$ cat config.mk
export PLATFORM = sky130hd
export DESIGN_NAME = pwr_state_ctrl
export DESIGN_NICKNAME = d
export VERILOG_FILES = /design/src/rtl/pwr_pkg.sv /design/src/rtl/pwr_sync_chain.sv /design/src/rtl/pwr_rst_sync.sv /design/src/rtl/pwr_fsm.sv /design/src/rtl/pwr_out_dec.sv /design/src/rtl/pwr_state_ctrl.sv
export SDC_FILE = /design/constraint.sdc
export NUM_CORES = 1
export LEC_CHECK = 0
export BUFFER_PORTS_ARGS = -buffer_cell sky130_fd_sc_hd__buf_2
export CAP_MARGIN = 5
export CORE_MARGIN = 4
export CORE_UTILIZATION = 30
export DETAILED_ROUTE_END_ITERATION = 8
export PLACE_DENSITY = 0.59
export SYNTH_ARGS = -nofsm -noshare
export SYNTH_HDL_FRONTEND = slang
export SYNTH_SLANG_ARGS = --single-unit
$ cat constraint.sdc
create_clock -name clk -period 1.08 [get_ports clk]
set_clock_uncertainty 0.2 [all_clocks]
set_input_delay 0.162 -clock clk [delete_from_list [all_inputs] [get_ports clk]]
set_output_delay 0.162 -clock clk [all_outputs]
set_load 0.02 [all_outputs]
$ cat src/rtl/pwr_pkg.sv
package pwr_pkg;
  typedef enum logic [1:0] {
    PS_RUN     = 2'b00,
    PS_HALTGNT = 2'b01,
    PS_DOZE    = 2'b10
  } pstate_e;
endpackage

$ cat src/rtl/pwr_sync_chain.sv
module pwr_sync_chain #(
  parameter int          WIDTH   = 2,
  parameter int          STAGES  = 2,
  parameter logic        RST_VAL = 1'b1
) (
  input  logic             clk,
  input  logic             rst_n,
  input  logic [WIDTH-1:0] d,
  output logic [WIDTH-1:0] q
);
  logic [WIDTH-1:0] stage_q [STAGES];

  for (genvar s = 0; s < STAGES; s++) begin : g_stage
    always_ff @(posedge clk or negedge rst_n) begin
      if (!rst_n) stage_q[s] <= {WIDTH{RST_VAL}};
      else if (s == 0) stage_q[s] <= d;
      else stage_q[s] <= stage_q[(s == 0) ? 0 : s-1];
    end
  end

  assign q = stage_q[STAGES-1];
endmodule

$ cat src/rtl/pwr_rst_sync.sv
module pwr_rst_sync #(
  parameter int STAGES = 2
) (
  input  logic clk,
  input  logic rst_in_n,
  output logic rst_out_n
);
  logic [STAGES-1:0] chain_q;

  always_ff @(posedge clk or negedge rst_in_n) begin
    if (!rst_in_n) chain_q <= '0;
    else chain_q <= {chain_q[STAGES-2:0], 1'b1};
  end

  assign rst_out_n = chain_q[STAGES-1];
endmodule

$ cat src/rtl/pwr_fsm.sv
module pwr_fsm
  import pwr_pkg::*;
(
  input  logic    clk,
  input  logic    rst_n,
  input  logic    stop_req,
  input  logic    doze_req,
  output pstate_e state_q,
  output logic    ack_q
);
  pstate_e state_d;

  always_comb begin
    state_d = state_q;
    unique case (state_q)
      PS_RUN:     if (stop_req) state_d = PS_HALTGNT;
      PS_HALTGNT: begin
        if (doze_req)       state_d = PS_DOZE;
        else if (!stop_req) state_d = PS_RUN;
      end
      PS_DOZE:    if (!doze_req) state_d = PS_HALTGNT;
      default:    state_d = PS_RUN;
    endcase
  end

  always_ff @(posedge clk or negedge rst_n) begin
    if (!rst_n) begin
      state_q <= PS_RUN;
      ack_q   <= 1'b0;
    end else begin
      state_q <= state_d;
      ack_q   <= (state_q == PS_RUN) && (state_d == PS_HALTGNT);
    end
  end

  // Doze is reachable only through Halt-Grant
  assert_doze_via_halt_R7: assert property (@(posedge clk) disable iff (!rst_n)
    (state_q == PS_DOZE && $past(state_q) != PS_DOZE) |-> $past(state_q) == PS_HALTGNT);

  // Leaving Run needs a synchronised stop request
  assert_run_exit_stop_R3: assert property (@(posedge clk) disable iff (!rst_n)
    ($past(state_q) == PS_RUN && state_q != PS_RUN) |-> $past(stop_req));

  // Leaving Doze always lands in Halt-Grant
  assert_doze_exit_R9: assert property (@(posedge clk) disable iff (!rst_n)
    ($past(state_q) == PS_DOZE && state_q != PS_DOZE) |-> state_q == PS_HALTGNT);

  // Grant pulse lasts one cycle and marks Halt-Grant
  assert_ack_pulse_R4: assert property (@(posedge clk) disable iff (!rst_n)
    ack_q |=> !ack_q);
  assert_ack_state_R4: assert property (@(posedge clk) disable iff (!rst_n)
    ack_q |-> (state_q == PS_HALTGNT && $past(state_q) == PS_RUN));
endmodule

$ cat src/rtl/pwr_out_dec.sv
module pwr_out_dec
  import pwr_pkg::*;
(
  input  pstate_e state,
  output logic    core_en,
  output logic    bus_en,
  output logic    intc_en,
  output logic    mask_all
);
  always_comb begin
    core_en  = 1'b1;
    bus_en   = 1'b1;
    intc_en  = 1'b1;
    mask_all = 1'b0;
    unique case (state)
      PS_HALTGNT: core_en = 1'b0;
      PS_DOZE: begin
        core_en  = 1'b0;
        bus_en   = 1'b0;
        intc_en  = 1'b0;
        mask_all = 1'b1;
      end
      default: ;
    endcase
  end
endmodule

$ cat src/rtl/pwr_state_ctrl.sv
module pwr_state_ctrl
  import pwr_pkg::*;
#(
  parameter int SYNC_STAGES = 2
) (
  input  logic       clk,
  input  logic       rst_n,
  input  logic       stpclk_n,
  input  logic       slp_n,
  output logic       core_clk_en,
  output logic       bus_clk_en,
  output logic       intc_clk_en,
  output logic       pll_en,
  output logic       snoop_mask,
  output logic       irq_mask,
  output logic       grant_ack,
  output logic [1:0] pwr_state
);
  localparam int REQ_W = 2;

  logic             rst_sync_n;
  logic [REQ_W-1:0] req_sync_n;
  pstate_e          state;
  logic             mask_all;

  pwr_rst_sync #(.STAGES(SYNC_STAGES)) u_rst (
    .clk       (clk),
    .rst_in_n  (rst_n),
    .rst_out_n (rst_sync_n)
  );

  pwr_sync_chain #(.WIDTH(REQ_W), .STAGES(SYNC_STAGES), .RST_VAL(1'b1)) u_sync (
    .clk   (clk),
    .rst_n (rst_sync_n),
    .d     ({slp_n, stpclk_n}),
    .q     (req_sync_n)
  );

  pwr_fsm u_fsm (
    .clk      (clk),
    .rst_n    (rst_sync_n),
    .stop_req (~req_sync_n[0]),
    .doze_req (~req_sync_n[1]),
    .state_q  (state),
    .ack_q    (grant_ack)
  );

  pwr_out_dec u_dec (
    .state    (state),
    .core_en  (core_clk_en),
    .bus_en   (bus_clk_en),
    .intc_en  (intc_clk_en),
    .mask_all (mask_all)
  );

  assign snoop_mask = mask_all;
  assign irq_mask   = mask_all;
  assign pll_en     = 1'b1;
  assign pwr_state  = state;

  // Masks only while every unit clock is off
  assert_mask_clocks_off_R8: assert property (@(posedge clk) disable iff (!rst_sync_n)
    snoop_mask |-> (!core_clk_en && !bus_clk_en && !intc_clk_en && pll_en));

  // Bus clock drops only on entering Doze
  assert_bus_off_doze_R10: assert property (@(posedge clk) disable iff (!rst_sync_n)
    $fell(bus_clk_en) |-> pwr_state == 2'b10);

  // Core clock off whenever grant pulse is seen
  assert_ack_core_off_R10: assert property (@(posedge clk) disable iff (!rst_sync_n)
    grant_ack |-> !core_clk_en && bus_clk_en);
endmodule

==> results of run 1 <==
[cell families after synthesis]
logic type	Yosys count	share of synthesized area, %
compound gates	4	8.86
buf+inv	7	9.49
simple gates	5	7.28
mux	1	2.53
flops	9	58.2
fa+ha+maj	4	12.7
other cells	1	0.948
[synth_stat cells]
cell      instances
buf_4             3
nand2_1           1
a21oi_1           1
nand4b_1          1
o21ai_1           1
ha_1              4
and3_1            1
nor2_1            1
dfrtp_1           5
dfstp_2           4
inv_1             4
mux2i_1           1
conb_1            1
a41oi_2           1
o22a_1            1
nand2b_1          1
[stage by stage]
| step | cell area (um2) | setup TNS [ns] | hold WS, ns |
|---|---|---|---|
| 6_report | 678 | -3.67 | -0.0937 |
| 5_1_grt | 678 | -4.18 | -0.0649 |
| 4_1_cts | 661 | -3.61 | -0.0865 |
| 3_5_place_dp | 512 | -1.90 | -0.251 |
| 3_3_place_gp | 512 | -1.80 | -0.254 |
| 2_1_floorplan | 454 | -1.96 | -0.334 |
[routing by layer]
metal	share of wire [%]	global-route usage, %	vias to the layer above	wire length [um]
met5	0	0	-	0
met1	39	10.5	137	299
met4	0	5.42	0	0
met2	55	16.0	8	423
li1	-	-	144	-
met3	5.5	2.44	0	42
[how the worst min path moves through the flow]
stage	startpoint	end	slack [ns]	cells after the start
2_1_floorplan	rst_n	u_rst.chain_q[0]	-0.33	0
3_3_place_gp	rst_n	u_rst.chain_q[1]	-0.25	1
3_5_place_dp	rst_n	u_rst.chain_q[1]	-0.25	1
4_1_cts	u_rst.chain_q[1]	u_fsm.ack_q	-0.09	0
5_1_grt	u_rst.chain_q[1]	u_fsm.ack_q	-0.06	0
6_report	u_rst.chain_q[1]	u_fsm.ack_q	-0.09	0
[state kept, by name (all words and copies together), names as in the netlist]
signal / flops
u_fsm.state_q: 2
u_rst.chain_q: 2
u_sync.q: 2
u_sync.stage_q: 2
u_fsm.ack_q: 1
[where the power goes]
part / switching (mW) / leakage, nW / internal [mW]
Sequential: 0.0602 / 0.101 / 0.406
Combinational: 0.567 / 0.187 / 0.667
Clock: 0.121 / 0.0177 / 0.136
[area by class of cell]
class                   count  area, um2  area share, %
inverters                   4       25.0           3.69
repair buffers             21        191           28.2
clock buffers               3       22.5           3.32
clock inverters             1       5.00          0.738
well taps                  14       17.5           2.58
flip-flops and latches      9        233           34.3
multi-input cells          16        184           27.1
[worst max-delay path, stage by stage, from the launching register on]
cell,delay [ns]
dfrtp_2,0.44
inv_4,0.10
ha_4,0.21
inv_4,0.04
buf_6,0.10
[what timing repair did]
item / in CTS / in global routing
resized for setup: 18 / 2
endpoints found under the setup margin: 11 / 11
cloned: 0 / 0
pin swaps: 5 / 1
setup buffers: 5 / 1
endpoints found under the hold margin: 7 / 3
==> out/results.txt, run 1 <==
The number of antenna diodes was 0; the overall routing resource usage was 9.41%. The worst register-to-register path begins at u_fsm.state_q[1]. After floorplanning, the core was divided into 12 placement rows. The capture point of the critical path is core_clk_en.

In this run the critical register-to-register path is captured at u_fsm.ack_q. The initial antenna violation count is 0. For this run, the register share of the synthesized area comes to 58.2%. Synthesis inferred 9 register bits. The flow ran to the end, but the final reports show violations.

The cell count after synthesis was 31. The tools report the area of the mapped netlist as 395 um2. The critical path launch point is u_fsm.state_q[1].

The CTS root buffer was clkbuf_4. The clock reaches the later pin of the worst-skew pair after 0.25 ns. For this block, the via count after detailed routing is 289.

The fraction of layout instances using a drive strength above 1 is 70.4%, and the count of hold buffers inserted by post-cts repair is 3. The number of placed instances, taps included, is 55. For the smallest setup slack after layout, the log shows -0.428 ns. Data on the critical path is required at its endpoint by 0.72 ns. Summed over its instances, the top area cell type makes up 31.6% of the synthesized netlist area. The final critical path takes up 140% of the cycle.

STA classifies the critical path endpoint as an output port. The tools report the final worst hold slack as -0.0937 ns. TritonCTS built the clock tree. Measured along the x axis, the die boundary spans 44.3 um. The core region is 1170 um2. Detailed placement ended at an HPWL of 530 um.

The commonest non-fill, non-tap cell in the layout is buf_6. The iteration count of the initial detailed-routing pass was 4. The number of design-rule violations left by the first detailed-router iteration is 3. Counting I/O delays and the setup requirement, the final critical path takes 1.51 ns. In this run the static leakage power is 0.306 nW. The post-route non-filler standard cell count came out at 68.

Entering global routing, the biggest net connects 8 pins. The average wire per standard cell was 11.2 um. The worst min-delay path class is reg -> async. The tools report the arrival time at the worst endpoint as 1.15 ns. At the end of the flow the core is filled with cells to 57.9%.

For the via count of the first global-routing pass, the log shows 310. The tools report the initial cell density of the core as 33.8%. Compared with the post-synthesis result, the final layout area differs by 71.5%. After detailed routing, the number of remaining DRC violations is 0. The critical path is of the reg -> out type.

In this run the power density over the cells is 2890 nW/um2. Yosys attributes the largest share of cell area to dfrtp_1, dfstp_2, ha_1. The highest clock rate was 0.663 GHz; the top fanout value on the critical path was 3.

After detailed routing, the number of vias per cell comes to 4.25. The count of input and output buffers came out at 11. The deepest clock path buffer count came out at 2.

The largest voltage drop on the vdd net is 0.00138 V. For the global-route congestion overflow total, the log shows 0. The library cells used most frequently in the layout, excluding fill and tap cells, are buf_6, buf_4, inv_4, dfstp_2. Clock-pin slew was measured on the worst setup and hold paths at 0.07 ns. The run gives 3 as the number of hold violations in the final report.

Counting the fill cells in the layout gives 95. The die covers 1960 um2. Count of final max-slew check failures: 0.

The completed layout was analyzed and its total power is 1.96 mW. The first global-routing pass estimated 1300 um of wire. The pre-CTS setup slack is -0.407 ns, and the number of top-level pins is 13.

Routability-driven placement finished with a final weighted congestion of 0.725. The average footprint of a synthesized cell was 12.8 um2. The checks that failed: negative hold slack, negative setup slack. After synthesis, the netlist uses 16 different library cells. dfrtp_1 takes more of the synthesized area than any other cell. The logs give 11 for the total setup violations reported at the end of the flow and 9 for the number of sinks handled by clock tree synthesis.

Setup repair after global routing could not meet its margin everywhere. The nature of the critical path startpoint was a flip-flop. The tool flagged a number of max-cap violations equal to 0.

The number of levels in the clock H-tree is 1, and the yosys synthesis warning count is 0. The floorplan die height was 44.3 um. The detailed-route wire length was 764 um. After the last flow step, the layout net total stands at 63. The number of nets with antenna violations after routing was 0. Measured in cells, the most critical reg-to-reg path has a length of 5. Total CTS buffers: 3. The run gives -0.38 ns as the worst reg-to-reg setup slack.
(Power assumes the default switching activity.)
==> run 2, diff against run 1 <==
Settings changed: ABC_AREA from default to 1, PLACE_DENSITY 0.59 to 0.58.
==> out/results.txt, run 2 <==
The smallest setup slack after layout is -0.437 ns (-0.00894 ns). The iteration count of the initial detailed-routing pass was 1 (-3); the stage delay of the slowest cell on the critical path was 0.41 ns (-0.03 ns). By startpoint and endpoint, the worst setup path is classified as reg -> out.

The run gives 1 (unchanged) as the number of levels in the clock H-tree. The power per unit of standard cell area was 2680 nW/um2 (-7.3%); the detailed-route wire length was 834 um (+9.2%). The global-route congestion overflow total is 0 (unchanged), and the post-synthesis sequential area ratio is 54.3% (-4.0 points). Number of nets with antenna violations after routing: 0 (unchanged). The final non-filler cell area is 668 um2 (-1.5%).

For the worst reg-to-reg setup slack, the log shows -0.30 ns (+0.08 ns). The net count of the finished layout is 77 (+22%), and the minimum period implied by the final worst setup slack is 1.52 ns (+0.00894 ns). The run gives 0.00114 V (-17%) as the largest voltage drop on the vdd net. The capture point of the worst reg-to-reg path was u_fsm.state_q[1]. Cell count after synthesis: 45 (+45%). TritonCTS built the clock tree. The routed via count divided by cell count is 4.07 (-4.2%).

For the full die area, the log shows 2080 um2 (+5.9%). Setup repair after global routing could not meet its margin everywhere. The core outline area is 1320 um2 (+13%). The switching fraction of total power came out at 38.6% (+0.37 points).

Internal power contribution: 1.10 mW (-9.2%). The accumulated negative setup slack was -3.60 ns (+0.0731 ns). The total of flip-flops plus latches after synthesis works out to 9 (unchanged). The run gives 61.7% (-1.4 points) as the relative contribution of combinational cells to total power. The tools report the required time at the endpoint of the critical path as 0.72 ns (about the same).

The run gives 13.6% (+0.5 points) as the proportion of power drawn by the clock network. The initial cell density of the core was 32.2% (-1.6 points). The critical path depth came out at 5 (+1). The run gives 1.79 mW (-8.6%) as the total chip power. Area share of the largest cell type after synthesis: 29.5% (-2.1 points). By area the synthesized netlist is led by dfrtp_1, dfstp_2, ha_1. In this design, the largest share of critical-path delay is due to flip-flops.

The clock insertion delay at the later pin of the skew report came out at 0.25 ns (about the same). The commonest register cell after synthesis was dfrtp_1. The run gives 0.659 GHz (-0.59%) as the highest clock rate.

The tools report the number of design rule violations left after detail routing as 0 (unchanged). Relative area change from synthesis to final layout: 57.5%. The worst setup path is launched from a flip-flop. The post-DP HPWL came out at 561 um (+6.0%). The number of top-level pins was 13 (unchanged). The signal on the critical path passes through inv_2, buf_4, ha_4, inv_4, buf_6. The run gives 3 (unchanged) as the total CTS buffers. The logs give 13 (-3) for the number of distinct standard cells referenced by the synthesized netlist and 524 um2 (+2.4%) for the area of placed instances.

The average footprint of a synthesized cell is 9.43 um2 (-26%). After synthesis, the most frequently instantiated cells are nand2_1, inv_1, dfrtp_1. The logs give 8 (unchanged) for the largest net degree at the start of global routing and 233 um2 (unchanged) for the area occupied by registers. Leaving out fill and tap cells, the most frequent cell in the layout is nand2_1. Via count of the first global-routing pass: 337 (+8.7%). The most critical setup path has its endpoint at bus_clk_en. The number of fill cells came out at 120 (+26%). The yosys synthesis warning count is 0 (unchanged). Die boundary width: 45.6 um (+2.9%). The multi-input gate area in the final layout is 164 um2 (-11%).

The tools report the startpoint of the worst-slack reg-to-reg timing path as u_fsm.state_q[0]. The largest individual stage delay along the critical path comes from the cell dfrtp_2. The number of antenna diodes was 0 (unchanged). The global-route wire length before repair came out at 1350 um (+3.7%).

The number of enable-type register cells in the synthesized netlist came out at 0 (unchanged). The post-synthesis cell type with the largest combined area was dfrtp_1. The count of input and output buffers came out at 11 (unchanged). The number of hold violations in the final report is 3 (unchanged), and the average wire per standard cell is 10.0 um (-11%). The async set or reset register ratio after synthesis came out at 100% (unchanged).

In the layout the commonest cells are nand2_1, buf_4, buf_6. Area of the mapped netlist: 424 um2 (+7.3%). The flow ran to the end, but the final reports show violations.

The floorplan die height was 45.6 um (+2.9%). STA classifies the critical path endpoint as an output port. The initial antenna violation count was 0 (unchanged). The cell leakage power is 0.342 nW (+12%), and the weighted congestion reported at the end of routability-driven placement is 0.836 (+15%). The checks that failed: negative hold slack, negative setup slack. Net switching power of the design: 0.691 mW (-7.8%).

The overall routing resource usage is 9.71% (+0.30 points). The number of sinks handled by clock tree synthesis was 9 (unchanged). The number of design-rule violations left by the first detailed-router iteration was 0 (-3); the sequential cell fraction of total power was 24.7% (+0.9 points). The number of cells on the worst reg-to-reg path works out to 7 (+2).

The tools report the reported max-cap violation count as 0 (unchanged). The arrival time at the worst endpoint came out at 1.15 ns (about the same). The top fanout value on the critical path came out at 5 (+2). The fraction of the cycle the final worst path needs was 140% (+0.83 points). The number of buffers and inverters on the critical path is 4 (+1). The register clock-pin slew on the reported worst setup and hold paths came out at 0.06 ns (about the same). The worst min-delay path class is reg -> async. The CTS root buffer was clkbuf_4. The fraction of layout instances using a drive strength above 1 was 58.8% (-12 points); the number of placement rows was 13 (+1). Count of hold buffers inserted by post-cts repair: 3 (unchanged). The tools report the count of final max-slew check failures as 0 (unchanged).

The most critical setup path has its startpoint at u_fsm.state_q[0]. The deepest clock path buffer count was 2 (unchanged); the pre-CTS setup slack was -0.277 ns (+0.130 ns). For the final worst hold slack, the log shows -0.0954 ns (-0.00175 ns). Cell with the most instances after synthesis: nand2_1. The tools report the total setup violations reported at the end of the flow as 11 (unchanged). The total number of vias came out at 338 (+17%).
==> run 2: worst min-delay path by stage <==
stage / start / endpoint / cells after the start
final: u_rst.chain_q[1] / u_fsm.ack_q / 0
after global routing: u_rst.chain_q[1] / u_fsm.state_q[1] / 0
after CTS: u_rst.chain_q[1] / u_fsm.ack_q / 0
after detailed placement: rst_n / u_rst.chain_q[0] / 1
after global placement: rst_n / u_rst.chain_q[0] / 1
after floorplan: rst_n / u_rst.chain_q[0] / 0
==> run 2: what timing repair did <==
| action | 4_1_cts | 5_1_grt |
|---|---|---|
| hold endpoints to repair | 7 | 3 |
| buffers inserted | 4 | 0 |
| pin swaps | 3 | 1 |
| setup endpoints to repair | 11 | 11 |
| resized for setup | 19 | 1 |
==> run 2: stage by stage <==
| step | instances | utilization [%] |
|---|---|---|
| after floorplan | 46 | - |
| after CTS | 83 | 50.4 |
| final | 83 | 50.7 |
| after global placement | 72 | 39.8 |
| after detailed placement | 72 | 39.8 |
| after global routing | 83 | 50.7 |
==> run 2: cells by family (layout without fill, tap and decap cells) <==
kind of cell             after synthesis  count (layout)  synth area share [%]
flip-flops                             9               9                  54.3
AO/OA/AOI/OAI                          2               2                  2.36
other                                  1               2                 0.884
adder cells (fa/ha/maj)                4               4                  11.8
buffers and inverters                 13              35                  14.2
AND/OR/NAND/NOR                       16              16                  16.5
==> run 2: power groups by stage <==
stage               combinational (mW)  clock (mW)  sequential (mW)
CTS                               1.08       0.256            0.445
global placement                 0.781           0            0.457
floorplan                        0.497           0            0.524
global route                      1.21       0.277            0.449
finish                            1.10       0.244            0.442
detailed placement               0.788           0            0.460
==> run 2: area by class of cell <==
type	instances	area share (%)
inverter	10	6.37
tap	15	2.81
clock buffer	4	3.93
multi-input combinational	24	24.5
timing repair buffer	21	27.5
sequential	9	34.8
==> run 2: metal layers <==
| layer | routed length (um) | track usage, % |
|---|---|---|
| met2 | 444 | 13.9 |
| met4 | 0 | 8.77 |
| met3 | 49 | 4.35 |
| met1 | 340 | 10.6 |
| met5 | 0 | 0 |
==> run 3, diff against run 2 <==
Settings changed: ABC_AREA 1 to default, PLACE_DENSITY 0.58 to 0.59, RECOVER_POWER from default to 25.
==> out/results.txt, run 3 (synthesis results as in run 1) <==
The worst setup path is launched from a flip-flop. The number of hold violations in the final report is 3 (unchanged). The fraction of the cycle the final worst path needs was 140% (-0.83 points); the total CTS buffers was 3 (unchanged).

The number of nets with antenna violations after routing is 0 (unchanged). The logs give -0.38 ns (-0.08 ns) for the worst reg-to-reg setup slack and 23.8% (-0.9 points) for the sequential cell fraction of total power. For the reported max-cap violation count, the log shows 0 (unchanged). For the number of cells in the design after placement, the log shows 55 (-24%). The deepest clock path buffer count was 2 (unchanged); the number of levels in the clock H-tree was 1 (unchanged). The net count of the finished layout was 63 (-18%). Count of final max-slew check failures: 0 (unchanged).

The number of cells on the worst reg-to-reg path was 5 (-2); the top fanout value on the critical path was 3 (-2). The logs give 0 (unchanged) for the initial antenna violation count and 13.1% (-0.5 points) for the proportion of power drawn by the clock network. Total chip power: 1.96 mW (+9.4%). Commonest non-fill, non-tap cell in the layout: buf_6. For the initial cell density of the core, the log shows 33.8% (+1.6 points). For the arrival time at the worst endpoint, the log shows 1.15 ns (about the same). Number of antenna diodes: 0 (unchanged).

The run gives 3 (unchanged) as the count of hold buffers inserted by post-cts repair. The final reports fail on negative hold slack, negative setup slack. Leaving out fill and tap cells, the most frequent cells in the layout are buf_6, buf_4, inv_4, dfstp_2. The number of top-level pins was 13 (unchanged). The floorplan die height was 44.3 um (-2.8%); the number of fill cells was 95 (-21%). Clock tree synthesis selected as its root buffer the cell clkbuf_4. The run gives 9.41% (-0.30 points) as the overall routing resource usage. TritonCTS built the clock tree.

The average wire per standard cell was 11.2 um (+12%); the routed via count divided by cell count was 4.25 (+4.4%). The run gives 310 (-8.0%) as the via count of the first global-routing pass. Relative to the synthesized area, the layout overhead comes to 71.2%. Dominant cell type by count on the critical path: inv_4. The required time at the endpoint of the critical path was 0.72 ns (about the same); the minimum period implied by the final worst setup slack was 1.51 ns (-0.00895 ns). The run gives 530 um (-5.6%) as the post-DP HPWL.

The run finished, with violations left. The tools report the largest net degree at the start of global routing as 8 (unchanged). In this run the worst hold path is classified as reg -> async. Register clock-pin slew on the reported worst setup and hold paths: 0.07 ns (about the same). The highest clock rate came out at 0.663 GHz (+0.59%). The number of design rule violations left after detail routing came out at 0 (unchanged). For the number of design-rule violations left by the first detailed-router iteration, the log shows 3 (+3). The global-route wire length before repair is 1300 um (-3.6%), and the final core utilization is 57.8% (+7.1 points). For the cell leakage power, the log shows 0.303 nW (-11%).

Total setup violations reported at the end of the flow: 11 (unchanged). Among all stages on the critical path, the largest delay is contributed by dfrtp_2. Total number of vias: 289 (-14%). For the relative contribution of combinational cells to total power, the log shows 63.0% (+1.3 points). The count of input and output buffers was 11 (unchanged). For the largest voltage drop on the vdd net, the log shows 0.00138 V (+21%).

Setup repair after global routing could not meet its margin everywhere. The switching fraction of total power was 38.2% (-0.36 points). For the weighted congestion reported at the end of routability-driven placement, the log shows 0.725 (-13%). The tools report the capture point of the worst reg-to-reg path as u_fsm.ack_q.

The power per unit of standard cell area is 2890 nW/um2 (+8.0%). The tools report the startpoint of the worst-slack reg-to-reg timing path as u_fsm.state_q[1]. Critical path capture point type: an output port.

The run gives -0.0937 ns (+0.00173 ns) as the final worst hold slack. The full die area is 1960 um2 (-5.6%). For the detailed-route wire length, the log shows 762 um (-8.6%). Iteration count of the initial detailed-routing pass: 4 (+3).

Category of the most critical setup path: reg -> out. The net switching power of the design is 0.749 mW (+8.4%). The signal on the critical path passes through inv_4, ha_4, inv_4, buf_6. The global-route congestion overflow total is 0 (unchanged), and the smallest setup slack after layout is -0.428 ns (+0.00895 ns). The number of placement rows was 12 (-1). For the clock insertion delay at the later pin of the skew report, the log shows 0.25 ns (about the same). The stage delay of the slowest cell on the critical path is 0.44 ns (+0.03 ns). The fraction of layout instances using a drive strength above 1 is 68.5% (+9.7 points), and the number of sinks handled by clock tree synthesis is 9 (unchanged). The core outline area was 1170 um2 (-11%); the die boundary width was 44.3 um (-2.8%). The tools report the internal power contribution as 1.21 mW (+10%). The tools report the post-route non-filler standard cell count as 68 (-18%).

The tools report the pre-CTS setup slack as -0.407 ns (-0.130 ns).
[run 3: timing repair]
action                                  4_1_cts  5_1_grt
setup buffers                                 5        1
gates cloned                                  0        0
gates resized for setup                      18        2
pin swaps                                     5        1
endpoints found under the hold margin         7        3
endpoints found under the setup margin       11       11
[run 3: through the flow]
stage / setup TNS [ns] / area (um2)
floorplan: -1.96 / 454
global placement: -1.80 / 512
detailed placement: -1.90 / 512
CTS: -3.61 / 661
global route: -4.18 / 677
finish: -3.67 / 677
[run 3: critical path, delay by kind of cell, from the launching register on]
family	cells	cell delay, ns
buf+inv	3	0.24
flops	1	0.44
fa+ha+maj	1	0.21
[run 3: how the worst max path moves through the flow]
stage,from,endpoint,slack [ns],cells past startpoint
2_1_floorplan,u_fsm.state_q[0],intc_clk_en,-0.39,4
3_3_place_gp,u_fsm.state_q[1],u_fsm.ack_q,-0.37,5
3_5_place_dp,u_fsm.state_q[1],u_fsm.ack_q,-0.41,5
4_1_cts,u_fsm.state_q[1],core_clk_en,-0.43,4
5_1_grt,u_fsm.state_q[1],core_clk_en,-0.47,4
6_report,u_fsm.state_q[1],core_clk_en,-0.43,4
[run 3: layout make-up]
class | count | area (um2) | area share [%]
clock buffer | 3 | 22.5 | 3.33
multi-input combinational | 16 | 184 | 27.2
timing repair buffer | 21 | 190 | 28.1
sequential | 9 | 233 | 34.4
inverter | 4 | 25.0 | 3.70
clock inverter | 1 | 5.00 | 0.739
tap | 14 | 17.5 | 2.59
[run 3: power groups by stage]
stage | clock network (mW) | logic (mW) | registers [mW]
floorplan | 0 | 0.566 | 0.551
global placement | 0 | 0.774 | 0.501
detailed placement | 0 | 0.780 | 0.509
CTS | 0.261 | 1.17 | 0.468
global route | 0.287 | 1.32 | 0.476
finish | 0.257 | 1.23 | 0.466
[run 3: metal layers]
layer / vias up / part of all wire (%) / GRT usage, %
met5: - / 0 / 0
li1: 144 / - / -
met2: 8 / 56 / 16.0
met1: 137 / 39 / 10.5
met4: 0 / 0 / 5.42
met3: 0 / 5.5 / 2.44
